**src/rtl/sysctl_keyreg_pkg.sv**
```systemverilog
package sysctl_keyreg_pkg;

   localparam int REQ_N = 3;

   typedef enum int {
      REQ_VECT_RST = 0,
      REQ_VECT_CLR = 1,
      REQ_SYS_RST  = 2
   } req_pos_e;

   typedef struct packed {
      logic sel;
      logic wr;
      logic priv;
   } bus_acc_t;

   function automatic logic acc_ok(input bus_acc_t a);
      return a.sel & a.priv;
   endfunction

endpackage

```
**src/rtl/sysctl_keyreg_gate.sv**
```systemverilog
module sysctl_keyreg_gate #(
   parameter int          KEY_W      = 16,
   parameter logic [15:0] UNLOCK_KEY = 16'h05FA
) (
   input  sysctl_keyreg_pkg::bus_acc_t acc_i,
   input  logic [KEY_W-1:0]            key_i,
   output logic                        rd_ok_o,
   output logic                        commit_o
);
   import sysctl_keyreg_pkg::*;

   logic key_match;

   always_comb begin
      key_match = (key_i == UNLOCK_KEY[KEY_W-1:0]);
      rd_ok_o   = acc_ok(acc_i);
      commit_o  = rd_ok_o & acc_i.wr & key_match;
   end

endmodule

```
**src/rtl/sysctl_keyreg_group.sv**
```systemverilog
module sysctl_keyreg_group #(
   parameter int GRP_W   = 3,
   parameter int GRP_RST = 0
) (
   input  logic             clk,
   input  logic             rst_n,
   input  logic             load_i,
   input  logic [GRP_W-1:0] d_i,
   output logic [GRP_W-1:0] q_o
);
   localparam logic [GRP_W-1:0] RST_VAL = GRP_W'(GRP_RST);

   always_ff @(posedge clk or negedge rst_n) begin
      if (!rst_n) begin
         q_o <= RST_VAL;
      end else if (load_i) begin
         q_o <= d_i;
      end
   end

endmodule

```
**src/rtl/sysctl_keyreg_pulse.sv**
```systemverilog
module sysctl_keyreg_pulse #(
   parameter int N = 3
) (
   input  logic         clk,
   input  logic         rst_n,
   input  logic         fire_i,
   input  logic [N-1:0] bits_i,
   output logic [N-1:0] pulse_o
);
   for (genvar k = 0; k < N; k++) begin : g_bit
      always_ff @(posedge clk or negedge rst_n) begin
         if (!rst_n) begin
            pulse_o[k] <= 1'b0;
         end else begin
            pulse_o[k] <= fire_i & bits_i[k];
         end
      end
   end

endmodule

```
**src/rtl/sysctl_keyreg_rmux.sv**
```systemverilog
module sysctl_keyreg_rmux #(
   parameter int          DATA_W       = 32,
   parameter int          KEY_W        = 16,
   parameter logic [15:0] READBACK_KEY = 16'hFA05,
   parameter int          GRP_W        = 3,
   parameter int          GRP_LSB      = 8,
   parameter int          ENDIAN_POS   = 15,
   parameter bit          BIG_ENDIAN   = 1'b0
) (
   input  logic              rd_ok_i,
   input  logic [GRP_W-1:0]  grp_i,
   output logic [DATA_W-1:0] rdata_o
);
   logic endian_bit;
   logic [DATA_W-1:0] word;

   if (BIG_ENDIAN) begin : g_big
      assign endian_bit = 1'b1;
   end else begin : g_little
      assign endian_bit = 1'b0;
   end

   always_comb begin
      word                         = '0;
      word[DATA_W-1 -: KEY_W]      = READBACK_KEY[KEY_W-1:0];
      word[GRP_LSB +: GRP_W]       = grp_i;
      word[ENDIAN_POS]             = endian_bit;
      rdata_o                      = rd_ok_i ? word : '0;
   end

endmodule

```
**src/rtl/sysctl_keyreg.sv**
```systemverilog
module sysctl_keyreg #(
   parameter int          DATA_W       = 32,
   parameter int          KEY_W        = 16,
   parameter logic [15:0] UNLOCK_KEY   = 16'h05FA,
   parameter logic [15:0] READBACK_KEY = 16'hFA05,
   parameter int          GRP_W        = 3,
   parameter int          GRP_LSB      = 8,
   parameter int          GRP_RST      = 0,
   parameter int          ENDIAN_POS   = 15,
   parameter bit          BIG_ENDIAN   = 1'b0
) (
   input  logic              clk,
   input  logic              rst_n,
   input  logic              sel_i,
   input  logic              wr_en_i,
   input  logic              priv_i,
   input  logic [DATA_W-1:0] wdata_i,
   output logic [DATA_W-1:0] rdata_o,
   output logic              sys_rst_req_o,
   output logic              vect_clr_o,
   output logic              vect_rst_o
);
   import sysctl_keyreg_pkg::*;

   localparam int KEY_LSB = DATA_W - KEY_W;
   localparam int GRP_MSB = GRP_LSB + GRP_W - 1;

   if (KEY_W > 16 || KEY_W < 1) begin : g_bad_key
      $error("KEY_W out of range");
   end
   if (GRP_MSB >= ENDIAN_POS || ENDIAN_POS >= KEY_LSB) begin : g_bad_layout
      $error("field layout overlaps");
   end
   if (GRP_LSB <= REQ_N) begin : g_bad_grp
      $error("group field overlaps request bits");
   end

   bus_acc_t         acc;
   logic             rd_ok;
   logic             commit;
   logic [GRP_W-1:0] grp_q;
   logic [REQ_N-1:0] req_q;
   logic             unused_wbits;

   assign acc = '{sel: sel_i, wr: wr_en_i, priv: priv_i};
   assign unused_wbits = ^{wdata_i[KEY_LSB-1:GRP_MSB+1], wdata_i[GRP_LSB-1:REQ_N]};

   sysctl_keyreg_gate #(
      .KEY_W      (KEY_W),
      .UNLOCK_KEY (UNLOCK_KEY)
   ) u_gate (
      .acc_i    (acc),
      .key_i    (wdata_i[DATA_W-1:KEY_LSB]),
      .rd_ok_o  (rd_ok),
      .commit_o (commit)
   );

   sysctl_keyreg_group #(
      .GRP_W   (GRP_W),
      .GRP_RST (GRP_RST)
   ) u_group (
      .clk    (clk),
      .rst_n  (rst_n),
      .load_i (commit),
      .d_i    (wdata_i[GRP_MSB:GRP_LSB]),
      .q_o    (grp_q)
   );

   sysctl_keyreg_pulse #(
      .N (REQ_N)
   ) u_pulse (
      .clk     (clk),
      .rst_n   (rst_n),
      .fire_i  (commit),
      .bits_i  (wdata_i[REQ_N-1:0]),
      .pulse_o (req_q)
   );

   sysctl_keyreg_rmux #(
      .DATA_W       (DATA_W),
      .KEY_W        (KEY_W),
      .READBACK_KEY (READBACK_KEY),
      .GRP_W        (GRP_W),
      .GRP_LSB      (GRP_LSB),
      .ENDIAN_POS   (ENDIAN_POS),
      .BIG_ENDIAN   (BIG_ENDIAN)
   ) u_rmux (
      .rd_ok_i (rd_ok),
      .grp_i   (grp_q),
      .rdata_o (rdata_o)
   );

   assign vect_rst_o    = req_q[REQ_VECT_RST];
   assign vect_clr_o    = req_q[REQ_VECT_CLR];
   assign sys_rst_req_o = req_q[REQ_SYS_RST];

endmodule

```
**config.mk**
```make
export PLATFORM = sky130hd
export DESIGN_NAME = sysctl_keyreg
export DESIGN_NICKNAME = d
export VERILOG_FILES = /design/src/rtl/sysctl_keyreg_pkg.sv /design/src/rtl/sysctl_keyreg_gate.sv /design/src/rtl/sysctl_keyreg_group.sv /design/src/rtl/sysctl_keyreg_pulse.sv /design/src/rtl/sysctl_keyreg_rmux.sv /design/src/rtl/sysctl_keyreg.sv
export SDC_FILE = /design/constraint.sdc
export NUM_CORES = 1
export LEC_CHECK = 0
export ABC_AREA = 0
export BUFFER_PORTS_ARGS = -buffer_cell sky130_fd_sc_hd__clkbuf_2
export CAP_MARGIN = 10
export CORE_MARGIN = 10
export CORE_UTILIZATION = 30
export DETAILED_ROUTE_END_ITERATION = 8
export GPL_TIMING_DRIVEN = 0
export PLACE_DENSITY = 0.88
export SLEW_MARGIN = 10
export SYNTH_ARGS = -nofsm -noshare
export SYNTH_HDL_FRONTEND = slang
export SYNTH_SLANG_ARGS = --single-unit
```
**constraint.sdc**
```tcl
create_clock -name clk -period 0.89 [get_ports clk]
set_input_delay 0.0445 -clock clk [delete_from_list [all_inputs] [get_ports clk]]
set_output_delay 0.0445 -clock clk [all_outputs]
set_load 0.01 [all_outputs]
```
==> results of run 1 <==
synthesized netlist by cell type:
library cell  number  share of area
and3_1             3          0.036
nor3_1             1         0.0097
and4b_1            1          0.019
dfrtp_1            6           0.29
conb_1             1         0.0072
nand4b_1           1          0.017
and4bb_1           1          0.024
mux2_2             3          0.065
and2_1             1          0.012
and2_2             3          0.043
nand3b_1           1          0.014
nand3_1            1         0.0097
nor3_4             1          0.031
buf_4             29           0.42
layout by cell type, fill, tap and decap left out:
cell type      count
clkbuf_2          38
buf_4             35
conb_1            21
dfrtp_1            6
and2_2             3
mux2_4             3
and3_1             3
clkbuf_4           3
buf_6              2
and4b_1            1
and4bb_1           1
nor3_2             1
nand3_2            1
nand4b_1           1
and2_4             1
nand3b_1           1
nor3_4             1
dlygate4sd3_1      1
layer usage:
layer | vias to the layer above | track usage
met5 | - | 0
met4 | 0 | 0.0287
met3 | 2 | 0.0802
met2 | 42 | 0.136
met1 | 209 | 0.0603
li1 | 267 | -
logic make-up (layout without fill, tap and decap cells):
logic type / Yosys count / after routing
buf+inv: 29 / 79
flops: 6 / 6
other cells: 1 / 21
simple gates: 14 / 14
mux: 3 / 3
final cells by class:
type,count,share of cell area
well taps,16,0.0216
multi-input cells,38,0.269
flip-flops and latches,6,0.162
clock buffers,3,0.0243
repair buffers,47,0.289
plain buffers,29,0.235
metrics by stage:
step            util  hold slack [ns]  area, sq um
6_report       0.588           0.0281          927
5_1_grt        0.588           0.0228          927
4_1_cts        0.556           0.0179          877
3_5_place_dp   0.517           -0.126          816
3_3_place_gp   0.517           -0.128          816
2_1_floorplan      -           -0.251          596
report_power, final:
part	switching [mW]	internal, mW	leakage, nW
clock network	0.0833	0.151	0.0138
registers	0.00000650	0.274	0.0839
logic	0.110	0.162	0.519
total	0.194	0.587	0.616
worst max path at each step:
stage / start / endpoint / slack, ns
6_report: sel_i / u_group.q_o[2] / -0.04
5_1_grt: sel_i / u_group.q_o[2] / -0.07
4_1_cts: wdata_i[27] / u_group.q_o[2] / -0.08
3_5_place_dp: sel_i / u_group.q_o[2] / -0.41
3_3_place_gp: sel_i / u_group.q_o[2] / -0.38
2_1_floorplan: sel_i / u_group.q_o[0] / -0.17
critical path: cells and delay by family:
family | cells | cell delay [ns]
buffers and inverters | 1 | 0.07
multiplexers | 1 | 0.34
AND/OR/NAND/NOR | 3 | 0.58
flip-flops by register name, indices dropped and copies added, names as in the netlist:
signal           count
u_pulse.pulse_o      3
u_group.q_o          3
timing repair:
action | in CTS | in global routing
pin swaps | 3 | 3
setup endpoints to repair | 6 | 9
hold endpoints to repair | 6 | 0
buffers inserted | 1 | 5
hold buffers | 1 | 0
resized for setup | 5 | 4
==> impl_metrics.ini, run 1 <==
[status]
outcome = finished, violations left
failed_checks = negative setup slack

[critical_path]
cp_cell_sequence = buf_6, and2_4, nand3b_1, nor3_4, mux2_4
critical_path_required_ns = 1.01
path_class = in2reg
r2r.worst_path.cells = 2
critPathArrivalTime_ns = 1.04
worstSetupStartpointType = input pin
rrSetupSlack_ns = 0
reg2reg_to = u_group.q_o[2]
crit_fanout = 5
worstSetupEndpointType = register
cpPeakStageDelay_ns = 0.34
crit_slowest_cell = mux2_4
r2r-start = u_group.q_o[2]

[min_path]
hold_depth = 2
hold_end = u_pulse.pulse_o[1]
hold_class = in2reg
hp-start = wdata_i[1]

[finish]
diodes = 0
drive_gt1_frac = 0.715
fillCellCount = 133
multi_input_area_sq_um = 249
regArea_sq_um = 150
finalNonFillerCells = 139
fin_nets = 162
areaGrowthSynthToFinish_pct = 79.0

[power]
power_density_nw_per_um2 = 842
peakVddDrop_uv = 811
leakage_nw = 0.616
power_mw = 0.781

[route]
drc = 0
met3_length_um = 393
routed_wirelength_um = 1670
met2WireLength_um = 755
detail_route.iter0.violations = 7
via_per_inst = 3.74
via_count = 520
routedWlPerCell_um = 12.0
wl_met1_um = 499
topRoutingLayerUsed = met4
final_antenna_net_count = 0
dr.pass1.iters = 2

[timing]
fin_crit_ns = 0.925
timing.setup.tns_ns = -0.166
rsz0062_at_grt = yes
finClkSkew_ns = 0
finalCritPeriodShare = 1.04
clock.fmax_mhz = 1080
maxSlewViolCount = 0
hold_viol_final = 0
finalSetupViolations = 6
setup_ws_ns = -0.0352

[synthesis]
avgSynthCellArea_sq_um = 9.77
synth_area_sq_um = 518
ys_seq_area_frac = 0.290
synth_top_family_by_area = buffers and inverters
synth_xor_area_frac = 0
synthAdderAreaFrac = 0
ys_types = 14
yosys_register_bits = 6
synth-simple-area-share = 0.217
synth_compound_area_frac = 0
yosys_warnings = 0
muxShareOfSynthArea = 0.0652
synthCells = 53

[clock_network]
numCtsBuffers = 3
cts_tree = done
cts_sinks = 6
cts.htree.levels = 1
clk_path_buf_depth = 2
root_buffer = clkbuf_4
clk_latency_ns = 0.24
cts.clk_slew.worst_paths_ns = 0.04

[place]
place_inst = 129
dp_slack_ns = -0.411
dp_hpwl_um = 1460
portBuffers = 40
globalplace.congestion = 0.632

[floorplanning]
row_count = 14
dieArea_sq_um = 3790
ios = 72
dieHeight_um = 61.6
core_area_sq_um = 1580
die_w_um = 61.6
floorplan.initialDensity = 0.329

[grt]
antenna_found_initial = 0
grt_first_pass_wirelength_um = 2220
grt_pass1_vias = 503
grt_usage = 0.0799
grt_overflow = 0
grt_max_degree = 10

[run]
max-cap-violations = 0
(Power assumes the default switching activity.)
==> run 2: changes to the inputs <==
- ABC_AREA: 0 -> 1
- CAP_MARGIN: 10 -> 5
- CORE_UTILIZATION: 30 -> 35
- PLACE_DENSITY: 0.88 -> 0.89
==> impl_metrics.ini, run 2 <==
[synthesis]
synth_area_sq_um = 699
ys_types = 14
synth_top_area_frac = 0.311
yosysMostFrequentCell = buf_4
synthTopCellsByCount = buf_4 (29), nand2_1 (17), inv_1 (15)
async_flop_share = 1.00
synthCells = 101
ys_seq_area_frac = 0.215
yosys_warnings = 0
synthFlopType = dfrtp_1
yosys_register_bits = 6
synth_top_cell_by_area = buf_4
avgSynthCellArea_sq_um = 6.92
synth_area_leaders = buf_4 (31%), dfrtp_1 (21%), nand2_1 (9.1%), inv_1 (8.1%), nor2_1 (7.0%)
synth_edf_count = 0

[critical_path]
critical_path_required_ns = 0.85
critical_path.top_delay_family = flip-flops
cp-endpoint = rdata_o[10]
crit_slowest_cell = dfrtp_1
crit_fanout = 2
cp.depth = 3
path_class = reg2out
reg2reg_to = u_group.q_o[1]
critPathArrivalTime_ns = 0.83
cpPeakStageDelay_ns = 0.34
rrSetupSlack_ns = 0.18
worstSetupEndpointType = primary output
r2r-start = u_group.q_o[1]
r2r.worst_path.cells = 3
path_buf_inv = 2
worstSetupStartpointType = register
critPathLaunch = u_group.q_o[2]
cp_cell_sequence = inv_1, nor2_1, buf_2

[route]
detail_route.iter0.violations = 14
drc = 0
routed_wirelength_um = 1790
via_count = 682
final_antenna_net_count = 0
via_per_inst = 3.46
dr.pass1.iters = 4
routedWlPerCell_um = 9.06

[clock_network]
cts_sinks = 6
cts_tree = done
cts.htree.levels = 1
root_buffer = clkbuf_4
clk_path_buf_depth = 2
clk_latency_ns = 0.24
numCtsBuffers = 3
cts.clk_slew.worst_paths_ns = 0.04

[timing]
fin_crit_ns = 0.879
finalCritPeriodShare = 0.988
setup_ws_ns = 0.0110
finClkSkew_ns = 0
timing.setup.tns_ns = 0
rsz0062_at_grt = yes
finalSetupViolations = 0
clock.fmax_mhz = 1140
hold_viol_final = 0
maxSlewViolCount = 0

[finish]
drive_gt1_frac = 0.529
reg_top3 = u_group.q_o (3), u_pulse.pulse_o (3)
finalNonFillerCells = 197
final_cell_mix = clkbuf_2 (37), buf_4 (31), conb_1 (21)
diodes = 0
fin_nets = 209
areaGrowthSynthToFinish_pct = 55.3
final_area_sq_um = 1090
mostFrequentLayoutCell = clkbuf_2

[floorplanning]
dieHeight_um = 64.7
ios = 72
dieArea_sq_um = 4190
die_w_um = 64.7
core_area_sq_um = 1920
floorplan.initialDensity = 0.364
row_count = 16

[place]
portBuffers = 40
globalplace.congestion = 0.769
post_dp_cell_area_sq_um = 1010
place_inst = 188
dp_hpwl_um = 1640
dp_slack_ns = 0.0460

[grt]
grt_overflow = 0
antenna_found_initial = 0
grt_first_pass_wirelength_um = 2860
grt_max_degree = 10
grt_usage = 0.0842
grt_pass1_vias = 693

[power]
leakage_nw = 0.767
peakVddDrop_uv = 504
power_density_nw_per_um2 = 762

[status]
outcome = finished clean

[min_path]
hold_class = in2reg
hold_depth = 3

[run]
max-cap-violations = 0
run 2: changes by cell type in the layout (fill, tap and decap cells not counted), sizes merged, moves of 3 or more:
cell	delta
dlygate4sd3	+3
nor2	+21
inv	+18
and2	-4
mux2	-3
nand3	+4
buf	-3
and3	-3
nand2	+21
run 2: tightest hold or removal path, stage by stage:
cell,delay (ns)
clkbuf_2,0.08
nand3_1,0.07
nand2_1,0.05
run 2: what timing repair did:
item,4_1_cts,5_1_grt
endpoints found under the setup margin,3,3
resized for setup,0,3
hold endpoints to repair,9,0
pin swaps,2,1
setup buffers,0,2
hold buffers,4,0
run 2: per-stage QoR:
| step | hold WS [ns] | util | total power [mW] |
|---|---|---|---|
| floorplan | -0.251 | - | 0.478 |
| global placement | -0.129 | 0.525 | 0.570 |
| detailed placement | -0.125 | 0.525 | 0.573 |
| CTS | 0.0319 | 0.557 | 0.839 |
| global route | 0.0419 | 0.565 | 0.894 |
| finish | 0.0412 | 0.565 | 0.828 |
run 2: cell type report:
class                      count  area [sq um]
buffer                        29           218
multi-input combinational     68           339
inverter                      18          67.6
clock buffer                   3          22.5
sequential                     6           150
timing repair buffer          46           255
tap                           27          33.8
fill                         205           836
run 2: logic make-up (layout without fill, tap and decap cells):
family                 Yosys count  after routing  share of synthesized area
flip-flops                       6              6                      0.215
other                            1             21                    0.00536
buffers and inverters           47             96                      0.408
AND/OR/NAND/NOR                 47             47                      0.372
run 2: routing by layer:
layer / vias up / GRT usage / wire, um
li1: 381 / - / -
met1: 262 / 0.0722 / 637
met2: 37 / 0.150 / 884
met3: 2 / 0.0636 / 254
met4: 0 / 0.0241 / 8
met5: - / 0 / 0
run 2: worst min path at each step:
stage / from / to / slack [ns]
floorplan: rst_n / u_group.q_o[0] / -0.25
global placement: rst_n / u_group.q_o[0] / -0.13
detailed placement: rst_n / u_group.q_o[0] / -0.12
CTS: wdata_i[9] / u_group.q_o[1] / 0.03
global route: wdata_i[10] / u_group.q_o[2] / 0.04
finish: wdata_i[10] / u_group.q_o[2] / 0.04
run 2: power breakdown:
group	total (mW)	switching (mW)	internal (mW)
clock	0.241	0.0892	0.152
combinational	0.313	0.148	0.165
sequential	0.274	0.00000648	0.274
